## src/rtl/stag_pkg.sv

```systemverilog
package stag_pkg;

    // Where an operand is taken from
    typedef enum logic [1:0] {
        SRC_PORT = 2'd0,
        SRC_NEAR = 2'd1,
        SRC_FAR  = 2'd2
    } src_sel_e;

    typedef struct packed {
        logic ovf;
        logic sign;
        logic carry;
        logic zero;
    } flags_t;

    localparam int FLAG_W = $bits(flags_t);

    function automatic logic signed_ovf(input logic a_msb, input logic b_msb, input logic s_msb);
        return (a_msb == b_msb) && (s_msb != a_msb);
    endfunction

endpackage

```

## src/rtl/stag_src_sel.sv

```systemverilog
module stag_src_sel
    import stag_pkg::*;
#(
    parameter int TAG_W = 4
) (
    input  logic             byp_en,
    input  logic [TAG_W-1:0] src_tag,
    input  logic             near_valid,
    input  logic [TAG_W-1:0] near_dst,
    input  logic             far_valid,
    input  logic [TAG_W-1:0] far_dst,
    output src_sel_e         sel
);
    always_comb begin
        if (byp_en && near_valid && (near_dst == src_tag)) begin
            sel = SRC_NEAR;
        end else if (byp_en && far_valid && (far_dst == src_tag)) begin
            sel = SRC_FAR;
        end else begin
            sel = SRC_PORT;
        end
    end
endmodule

```

## src/rtl/stag_lo_phase.sv

```systemverilog
module stag_lo_phase #(
    parameter int HALF_W = 16
) (
    input  logic [HALF_W-1:0] a_lo,
    input  logic [HALF_W-1:0] b_lo,
    input  logic              sub,
    output logic [HALF_W-1:0] lo,
    output logic              carry,
    output logic              lo_zero
);
    logic [HALF_W-1:0] bx;
    logic [HALF_W:0]   full;

    always_comb begin
        bx      = sub ? ~b_lo : b_lo;
        full    = {1'b0, a_lo} + {1'b0, bx} + {{HALF_W{1'b0}}, sub};
        lo      = full[HALF_W-1:0];
        carry   = full[HALF_W];
        lo_zero = (full[HALF_W-1:0] == '0);
    end
endmodule

```

## src/rtl/stag_hi_phase.sv

```systemverilog
module stag_hi_phase #(
    parameter int HALF_W = 16
) (
    input  logic [HALF_W-1:0] a_hi,
    input  logic [HALF_W-1:0] b_hi,
    input  logic              sub,
    input  logic              cin,
    output logic [HALF_W-1:0] hi,
    output logic              cout,
    output logic              a_msb,
    output logic              bx_msb
);
    logic [HALF_W-1:0] bx;
    logic [HALF_W:0]   full;

    always_comb begin
        bx     = sub ? ~b_hi : b_hi;
        full   = {1'b0, a_hi} + {1'b0, bx} + {{HALF_W{1'b0}}, cin};
        hi     = full[HALF_W-1:0];
        cout   = full[HALF_W];
        a_msb  = a_hi[HALF_W-1];
        bx_msb = bx[HALF_W-1];
    end
endmodule

```

## src/rtl/stag_flag_phase.sv

```systemverilog
module stag_flag_phase
    import stag_pkg::*;
#(
    parameter int HALF_W = 16
) (
    input  logic              lo_zero,
    input  logic [HALF_W-1:0] hi,
    input  logic              cout,
    input  logic              a_msb,
    input  logic              bx_msb,
    output flags_t            flags
);
    always_comb begin
        flags.zero  = lo_zero && (hi == '0);
        flags.carry = cout;
        flags.sign  = hi[HALF_W-1];
        flags.ovf   = signed_ovf(a_msb, bx_msb, hi[HALF_W-1]);
    end
endmodule

```

## src/rtl/stag_adder.sv

```systemverilog
module stag_adder
    import stag_pkg::*;
#(
    parameter int DATA_W = 32,
    parameter int TAG_W  = 4
) (
    input  logic                 clk,
    input  logic                 rst,
    input  logic                 stall_i,
    input  logic                 issue_valid_i,
    input  logic                 issue_sub_i,
    input  logic [TAG_W-1:0]     issue_dst_i,
    input  logic [DATA_W-1:0]    opa_i,
    input  logic                 opa_byp_i,
    input  logic [TAG_W-1:0]     opa_tag_i,
    input  logic [DATA_W-1:0]    opb_i,
    input  logic                 opb_byp_i,
    input  logic [TAG_W-1:0]     opb_tag_i,
    output logic                 lo_valid_o,
    output logic [TAG_W-1:0]     lo_dst_o,
    output logic [DATA_W/2-1:0]  lo_sum_o,
    output logic                 res_valid_o,
    output logic [TAG_W-1:0]     res_dst_o,
    output logic [DATA_W-1:0]    res_sum_o,
    output logic [3:0]           res_flags_o
);
    localparam int HALF_W = DATA_W / 2;
    localparam int N_OPS  = 2;

    typedef struct packed {
        logic              valid;
        logic              sub;
        logic [TAG_W-1:0]  dst;
        logic [HALF_W-1:0] lo;
        logic              c_lo;
        logic              lo_zero;
        logic [HALF_W-1:0] a_hi;
        logic [HALF_W-1:0] b_hi;
        src_sel_e          sel_a;
        src_sel_e          sel_b;
    } ph1_t;

    typedef struct packed {
        logic              valid;
        logic [TAG_W-1:0]  dst;
        logic [HALF_W-1:0] lo;
        logic              lo_zero;
        logic [HALF_W-1:0] hi;
        logic              cout;
        logic              a_msb;
        logic              bx_msb;
    } ph2_t;

    typedef struct packed {
        logic              valid;
        logic [TAG_W-1:0]  dst;
        logic [DATA_W-1:0] sum;
        flags_t            flags;
    } ph3_t;

    ph1_t s1_q, s1_d;
    ph2_t s2_q, s2_d;
    ph3_t s3_q, s3_d;

    // Per-operand arrays: index 0 = A, 1 = B
    logic              op_byp  [N_OPS];
    logic [TAG_W-1:0]  op_tag  [N_OPS];
    logic [DATA_W-1:0] op_port [N_OPS];
    src_sel_e          sel_now [N_OPS];
    src_sel_e          sel_hld [N_OPS];
    logic [HALF_W-1:0] lo_opnd [N_OPS];
    logic [HALF_W-1:0] hi_port [N_OPS];
    logic [HALF_W-1:0] hi_opnd [N_OPS];

    always_comb begin
        op_byp[0]  = opa_byp_i;
        op_byp[1]  = opb_byp_i;
        op_tag[0]  = opa_tag_i;
        op_tag[1]  = opb_tag_i;
        op_port[0] = opa_i;
        op_port[1] = opb_i;
        sel_hld[0] = s1_q.sel_a;
        sel_hld[1] = s1_q.sel_b;
        hi_port[0] = s1_q.a_hi;
        hi_port[1] = s1_q.b_hi;
    end

    // Bypass selection and half-word operand muxes for both operands
    for (genvar gi = 0; gi < N_OPS; gi++) begin : g_opnd
        stag_src_sel #(.TAG_W(TAG_W)) u_sel (
            .byp_en    (op_byp[gi]),
            .src_tag   (op_tag[gi]),
            .near_valid(s1_q.valid),
            .near_dst  (s1_q.dst),
            .far_valid (s2_q.valid),
            .far_dst   (s2_q.dst),
            .sel       (sel_now[gi])
        );

        // Phase 1: low half from producer's phase-1 (near) or phase-2 (far) register
        always_comb begin
            case (sel_now[gi])
                SRC_NEAR: lo_opnd[gi] = s1_q.lo;
                SRC_FAR:  lo_opnd[gi] = s2_q.lo;
                default:  lo_opnd[gi] = op_port[gi][HALF_W-1:0];
            endcase
        end

        // Phase 2: producer has moved one stage on; take its high half
        always_comb begin
            case (sel_hld[gi])
                SRC_NEAR: hi_opnd[gi] = s2_q.hi;
                SRC_FAR:  hi_opnd[gi] = s3_q.sum[DATA_W-1:HALF_W];
                default:  hi_opnd[gi] = hi_port[gi];
            endcase
        end
    end

    // Phase 1 arithmetic
    logic [HALF_W-1:0] p1_lo;
    logic              p1_c;
    logic              p1_z;

    stag_lo_phase #(.HALF_W(HALF_W)) u_lo (
        .a_lo   (lo_opnd[0]),
        .b_lo   (lo_opnd[1]),
        .sub    (issue_sub_i),
        .lo     (p1_lo),
        .carry  (p1_c),
        .lo_zero(p1_z)
    );

    always_comb begin
        s1_d.valid   = issue_valid_i;
        s1_d.sub     = issue_sub_i;
        s1_d.dst     = issue_dst_i;
        s1_d.lo      = p1_lo;
        s1_d.c_lo    = p1_c;
        s1_d.lo_zero = p1_z;
        s1_d.a_hi    = opa_i[DATA_W-1:HALF_W];
        s1_d.b_hi    = opb_i[DATA_W-1:HALF_W];
        s1_d.sel_a   = sel_now[0];
        s1_d.sel_b   = sel_now[1];
    end

    // Phase 2 arithmetic
    logic [HALF_W-1:0] p2_hi;
    logic              p2_c;
    logic              p2_am;
    logic              p2_bm;

    stag_hi_phase #(.HALF_W(HALF_W)) u_hi (
        .a_hi  (hi_opnd[0]),
        .b_hi  (hi_opnd[1]),
        .sub   (s1_q.sub),
        .cin   (s1_q.c_lo),
        .hi    (p2_hi),
        .cout  (p2_c),
        .a_msb (p2_am),
        .bx_msb(p2_bm)
    );

    always_comb begin
        s2_d.valid   = s1_q.valid;
        s2_d.dst     = s1_q.dst;
        s2_d.lo      = s1_q.lo;
        s2_d.lo_zero = s1_q.lo_zero;
        s2_d.hi      = p2_hi;
        s2_d.cout    = p2_c;
        s2_d.a_msb   = p2_am;
        s2_d.bx_msb  = p2_bm;
    end

    // Phase 3 flags
    flags_t p3_flags;

    stag_flag_phase #(.HALF_W(HALF_W)) u_flag (
        .lo_zero(s2_q.lo_zero),
        .hi     (s2_q.hi),
        .cout   (s2_q.cout),
        .a_msb  (s2_q.a_msb),
        .bx_msb (s2_q.bx_msb),
        .flags  (p3_flags)
    );

    always_comb begin
        s3_d.valid = s2_q.valid;
        s3_d.dst   = s2_q.dst;
        s3_d.sum   = {s2_q.hi, s2_q.lo};
        s3_d.flags = p3_flags;
    end

    // Stage registers: one stall freezes all three
    always_ff @(posedge clk) begin
        if (rst) begin
            s1_q <= '0;
            s2_q <= '0;
            s3_q <= '0;
        end else if (!stall_i) begin
            s1_q <= s1_d;
            s2_q <= s2_d;
            s3_q <= s3_d;
        end
    end

    assign lo_valid_o  = s1_q.valid;
    assign lo_dst_o    = s1_q.dst;
    assign lo_sum_o    = s1_q.lo;
    assign res_valid_o = s3_q.valid;
    assign res_dst_o   = s3_q.dst;
    assign res_sum_o   = s3_q.sum;
    assign res_flags_o = s3_q.flags;

    AST_RESET_IDLE: assert property (@(posedge clk) rst |=> !lo_valid_o && !res_valid_o);

    AST_EARLY_LO: assert property (@(posedge clk) disable iff (rst)
        (lo_valid_o && !stall_i) ##1 !stall_i |=>
            res_valid_o && (res_sum_o[HALF_W-1:0] == $past(lo_sum_o, 2)));

    AST_ZERO_FLAG: assert property (@(posedge clk) disable iff (rst)
        res_valid_o |-> (res_flags_o[0] == (res_sum_o == '0)));

    AST_SIGN_FLAG: assert property (@(posedge clk) disable iff (rst)
        res_valid_o |-> (res_flags_o[2] == res_sum_o[DATA_W-1]));

    AST_STALL_HOLD: assert property (@(posedge clk) disable iff (rst)
        stall_i |=> $stable(res_sum_o) && $stable(res_valid_o) && $stable(res_flags_o)
                    && $stable(lo_sum_o) && $stable(lo_valid_o));

endmodule

```

## config.mk

```make
export PLATFORM = sky130hd
export DESIGN_NAME = stag_adder
export DESIGN_NICKNAME = d
export VERILOG_FILES = /design/src/rtl/stag_pkg.sv /design/src/rtl/stag_src_sel.sv /design/src/rtl/stag_lo_phase.sv /design/src/rtl/stag_hi_phase.sv /design/src/rtl/stag_flag_phase.sv /design/src/rtl/stag_adder.sv
export SDC_FILE = /design/constraint.sdc
export NUM_CORES = 1
export LEC_CHECK = 0
export BUFFER_PORTS_ARGS = -buffer_cell sky130_fd_sc_hd__buf_2
export CAP_MARGIN = 20
export CORE_ASPECT_RATIO = 0.5
export CORE_MARGIN = 5
export CORE_UTILIZATION = 57
export DETAILED_ROUTE_END_ITERATION = 10
export MAX_ROUTING_LAYER = met4
export PLACE_DENSITY = 0.8
export SLEW_MARGIN = 20
export SYNTH_ARGS = -nofsm -noshare
export SYNTH_HDL_FRONTEND = slang
export SYNTH_SLANG_ARGS = --single-unit
```

## constraint.sdc

```tcl
create_clock -name clk -period 6 [get_ports clk]
set_clock_uncertainty 0.05 [all_clocks]
set_input_delay 1.2 -clock clk [delete_from_list [all_inputs] [get_ports clk]]
set_output_delay 1.2 -clock clk [all_outputs]
set_load 0.005 [all_outputs]
```

# == Yosys cells after proc, flatten, opt, wreduce, memory -nomap -nowiden ==
# Index checks and enable logic that the tools add are counted.
# totals
memories,0
mem_bits_ro,0
ram_bits,0
latch_bits,0
regBits,142
wordCells,67
# classes
multipliers,0
bitwise,2
shifts,0
reduce_logical,12
eq_ne,14
mux,10
n_lt_le_gt_ge,0
add_sub_neg,4
n_div,0
# ops
operator,n
$pmux 16 s2,4
$add 16x16->17,2
$add 17x1->17,2
$logic_not 16->1,2
$mux 16,2
$not 16->16,2
$eq 4x4->1,4
$logic_and 1x1->1,10
$eq 2x1->1 const B,4
$eq 2x2->1 const B,4
$mux 2,4
$eq 1x1->1,1
$ne 1x1->1,1

# == Longest topological paths before layout ==
# depth
word_depth,11
depth_mapped,20
mapped_depth_nobuf,18

# == Modules after synthesis ==
# From an unflattened synthesis, not the netlist that was laid out.
# unflattened
hier_cells,1023
area_unflattened_um2,8912.3
# by_module_without_submodules
mod,instances,cells_per_inst,area_per_inst_um2
stag_adder,1,714,6502.5
stag_lo_phase,1,147,1087.3
stag_hi_phase,1,122,992.2
stag_src_sel,2,14,121.4
stag_flag_phase,1,12,87.6

# == Worst setup path before layout ==
# Ideal clock, no wire load.
# synth_timing
path_type,input -> register
startpoint,input opb_tag_i[0]
endpoint,register s1_q[36] (netlist name)
setup_slack_ps,838
required_ps,5866
cell_stages,18
setup_ps,84
path_buffers,1
arrival_ps,5028
cell_sequence,xor2_1 > nor3_4 > nand2_2 > buf_1 > mux2i_1 > o21ai_0 > xnor2_1 > fa_1 > a21o_1 > a21oi_2 > o21bai_1 > a2111o_1 > a311oi_2 > xnor2_1 > nor4b_1 > o211a_1 > nand4_1 > o31ai_2
# synth_between
elab_chain_cells,11
elab_cells_between_ends,14
cone_classes,add/sub (2); eq/ne (4); mux (4); bitwise (1); reduce/logical (3)
# synth_lines
item,line_no,source
start: declaration,stag_adder.sv:18,"input logic [TAG_W-1:0] opb_tag_i,"
$eq 4x4->1,stag_src_sel.sv:17,end else if (byp_en && far_valid && (far_dst == src_tag)) begin
$logic_and 1x1->1,stag_src_sel.sv:17,
$mux 2,stag_src_sel.sv:17,
$mux 2 *,stag_src_sel.sv:15,if (byp_en && near_valid && (near_dst == src_tag)) begin
$eq 2x2->1 or $eq 2x1->1 (tied branches),stag_adder.sv:102,case (sel_now[gi])
$pmux 16 s2 *,stag_adder.sv:102,
$not 16->16,stag_lo_phase.sv:15,bx = sub ? ~b_lo : b_lo;
$mux 16 *,stag_lo_phase.sv:15,
$add 16x16->17 *,stag_lo_phase.sv:16,"full = {1'b0, a_lo} + {1'b0, bx} + {{HALF_W{1'b0}}, sub};"
$add 17x1->17 *,stag_lo_phase.sv:16,
$logic_not 16->1 *,stag_lo_phase.sv:19,lo_zero = (full[HALF_W-1:0] == '0);
end signal: assignment,stag_adder.sv:196,s1_q <= '0;
end signal: assignment,stag_adder.sv:200,s1_q <= s1_d;
end: declaration,stag_adder.sv:61,"ph1_t s1_q, s1_d;"
# Every way passes the cells marked *; elsewhere a longest branch is shown, timed or not.
# A chain may end at the register's enable or synchronous reset.

# == Final worst setup path ==
# layout_timing
startpoint,input opb_tag_i[1]
endpoint,register s1_q[36] (netlist name)
# The elaborated chain is that of the path after synthesis.

==> metrics.txt <==
peak per-stage delay on the critical path 490 ps; Post CTS Setup Buffer Count 0; RSZ-0062 raised after global routing false; share of cells above drive strength 1 18.8%; CTS Hold Buffers Added 0; Routed WL per cell 16.8 um; crit path max fanout 12; Hold Crit Class flop to flop; Mapped Nets ~1100; reg-to-reg critical path endpoint s1_q[36]; Clock power frac 39.5%; CP required roughly 6300 ps; synthesis-to-finish area growth 14.6%; Synth top area share roughly 33%; Reg area about 2800 um2; synthesized flop and latch total 141; status completed; CP Class input pin to flop; post-synthesis sequential area ratio about a third; f_max 0.203 GHz; worst vdd ir 0.198 mV; post-detail-place hpwl 15800 um; all-layer global routing usage roughly a quarter; DR pass1 iterations 5; Arr. time, crit path roughly 5200 ps; Fillers 1220; CTS clk-pin slew, worst paths 70 ps; Synth cell types 72; row count 31; largest cells by area after synthesis dfxtp_1, mux2i_1, nor2_1, ha_1, nand2_1; CP Cell Sequence buf_2 -> xor2_1 -> nor3_4 -> nand2_2 -> mux2i_1 -> o21ai_0 -> xnor2_1 -> fa_1 -> a21o_1 -> a21oi_2 -> o21bai_1 -> a2111o_1 -> a311oi_2 -> xnor2_1 -> nor4b_1 -> o211a_1 -> nand4_1 -> o31ai_2; Congestion Overflow GR 0; setup TNS 0 ps; Post-CTS Resized 0; r2r startpoint s2_q[37]; min Tclk post-route 4940 ps; Nets between 1000 and 1500; most used routing layer in global routing met2; WHS Endpoint res_flags_o[0]; area leader, netlist dfxtp_1; first-pass GRT wire length 36500 um; final hold violation count 0; Die Area 17700 um2; antenna-violating nets left 0; Slew HR 29.9%; via count 7685; Top cell by count, worst path xnor2_1; post-synthesis cell count 1025; syn_area_per_cell roughly 8.3 um2; slowest CP cell fa_1; CTS Buf Count 17; clk sinks between 100 and 150; clk root buf clkbuf_16; leakage power between 4 and 5 nW; PwrDens between 200 and 300 nW/um2; Worst-Margin Slew between 1000 and 1500 ps; GP Congestion 0.935; initial antenna violation count 0; Final Cycle Share 82.3%; P_sw slightly above 0.8 mW; Cell Area, Synth roughly 8500 um2; Initial DRC Count between 500 and 600; Worst Setup End Kind flop; reg2reg setup slack ~1500 ps; Setup-failing EPs final 0; Synthesis Warnings 0; DR vias/cell 5.79; GRT met1 Usage between 30% and 40%; core area around 15000 um2; Post-synth top flop dfxtp_1; clock buffer depth 2; chip height approximately 97 um; hold depth 2; largest net degree at the start of global routing 102; Post-synth EDFFs 0; H-tree depth 4; WL final 22300 um; drt drc 0; Inserted Diodes 0; Internal Power 1.78 mW; multi-input logic area 5260 um2; Post-synth ARST share 0%; Min Hold Slack 413 ps; num ports about 150; Comb pwr share a little under 20%; PortBufs 144; Slew Viols, Final 0; Die Wd 183 um; R2R cell count 17; initial core utilization 58.6%; Max Cap Violations 0; vias in the first global route 7478; min-delay src res_flags_o[0]; critical path launch point type input pin; CTS tree yes; met3 usage under 10%; switch share 31.8%; M2 GR Usage 43.5%; Clk Latency, worst-skew pair 430 ps; Reg power frac 40.6%
per-stage QoR:
step | cell area, um2 | cells | setup WS, ps | utilization (%) | total power [mW]
CTS | 9790 | 1327 | 1070 | 67.2 | 2.62
finish | 9790 | 1327 | 1060 | 67.2 | 2.61
detailed placement | 9220 | 1295 | 604 | 63.2 | 1.59
floorplan | 8550 | 1025 | 838 | - | 1.46
global route | 9790 | 1327 | 767 | 67.2 | 2.74
global placement | 9220 | 1295 | 735 | 63.2 | 1.58
worst max-delay path by stage:
stage	startpoint	to	slack, ps
floorplan	opb_tag_i[0]	s1_q[36]	840
global placement	opb_tag_i[1]	s1_q[36]	740
detailed placement	opb_tag_i[1]	s1_q[36]	600
CTS	opb_tag_i[1]	s1_q[36]	1070
global route	opb_tag_i[1]	s1_q[36]	770
finish	opb_tag_i[1]	s1_q[36]	1060
logic make-up after synthesis:
kind of cell,count (synthesis),synth area share (%)
AOI/OAI and AO/OA,221,17.0
xor gates and xnor gates,62,6.35
adders and majority gates,37,5.68
buffers and inverters,102,5.45
DFF,141,33.0
muxes,134,15.7
and+or+nand+nor,328,16.8
placed cells by master (no fill, tap or decap), types with 6 or more instances in the layout:
cell type	Yosys	layout
a22oi_1	32	32
inv_1	15	15
clkbuf_16	0	17
buf_2	3	142
o21ai_0	59	59
dfxtp_1	141	141
xor2_1	27	27
o21a_1	7	7
xnor2_1	35	35
nor3_1	15	15
buf_4	21	14
mux2i_1	134	134
nand2_1	94	94
a211oi_1	8	8
ha_1	34	34
nor2_1	156	155
a21oi_1	58	58
a21o_1	11	11
and2_1	6	6
nand3_1	13	13
registers in the layout (all words and copies together), names as in the netlist, 3 cells and up:
name	count
s1_q	7
lo_dst_o	4
res_sum_o	32
res_flags_o	3
res_dst_o	4
lo_sum_o	16
hi_port	32
s2_q	41
Yosys cell counts, types with 3 or more instances:
cell / n
dfxtp_1: 141
nor2_1: 156
and3_1: 4
buf_2: 3
buf_1: 16
fa_1: 3
a221oi_1: 3
buf_4: 21
o21ai_0: 59
nand2_1: 94
a31oi_1: 3
a22oi_1: 32
nor3_1: 15
xnor2_1: 35
o21ai_1: 5
and2_1: 6
o21a_1: 7
nor4_1: 4
nand4_1: 4
a211oi_1: 8
nor2b_1: 4
or2_2: 3
a21oi_1: 58
xor2_1: 27
or3_1: 5
or4_1: 3
clkbuf_1: 45
o31a_1: 3
nand3_1: 13
ha_1: 34
mux2i_1: 134
inv_1: 15
o31ai_1: 5
a21o_1: 11
layer usage:
| layer | share of wire (%) | vias up | routed length, um |
|---|---|---|---|
| li1 | - | 3769 | - |
| met1 | 45 | 3648 | 10000 |
| met2 | 48 | 225 | 10700 |
| met3 | 5.6 | 43 | 1260 |
| met4 | 1.6 | 0 | 350 |
| met5 | 0 | - | 0 |
critical path: cells and delay by family:
kind | cells | cell delay [ps]
AOI/OAI and AO/OA | 8 | 1810
and+or+nand+nor | 4 | 980
adders and majority gates | 1 | 490
xor gates and xnor gates | 3 | 440
muxes | 1 | 190
buffers and inverters | 1 | 110
power by group through the flow:
stage	Combinational (mW)	Sequential (mW)	Clock, mW
after floorplan	0.402	1.06	0
after global placement	0.502	1.08	0
after detailed placement	0.513	1.08	0
after CTS	0.518	1.06	1.05
after global routing	0.576	1.07	1.10
final	0.519	1.06	1.03
final cells by class:
type	count	share of cell area, %
Clock buffer	18	4.38
Clock inverter	14	1.46
Multi-Input combinational cell	782	53.7
Timing Repair Buffer	157	8.45
Sequential cell	141	28.8
Inverter	17	0.652
Tap cell	198	2.53
Power figures use the tool's default switching activity.
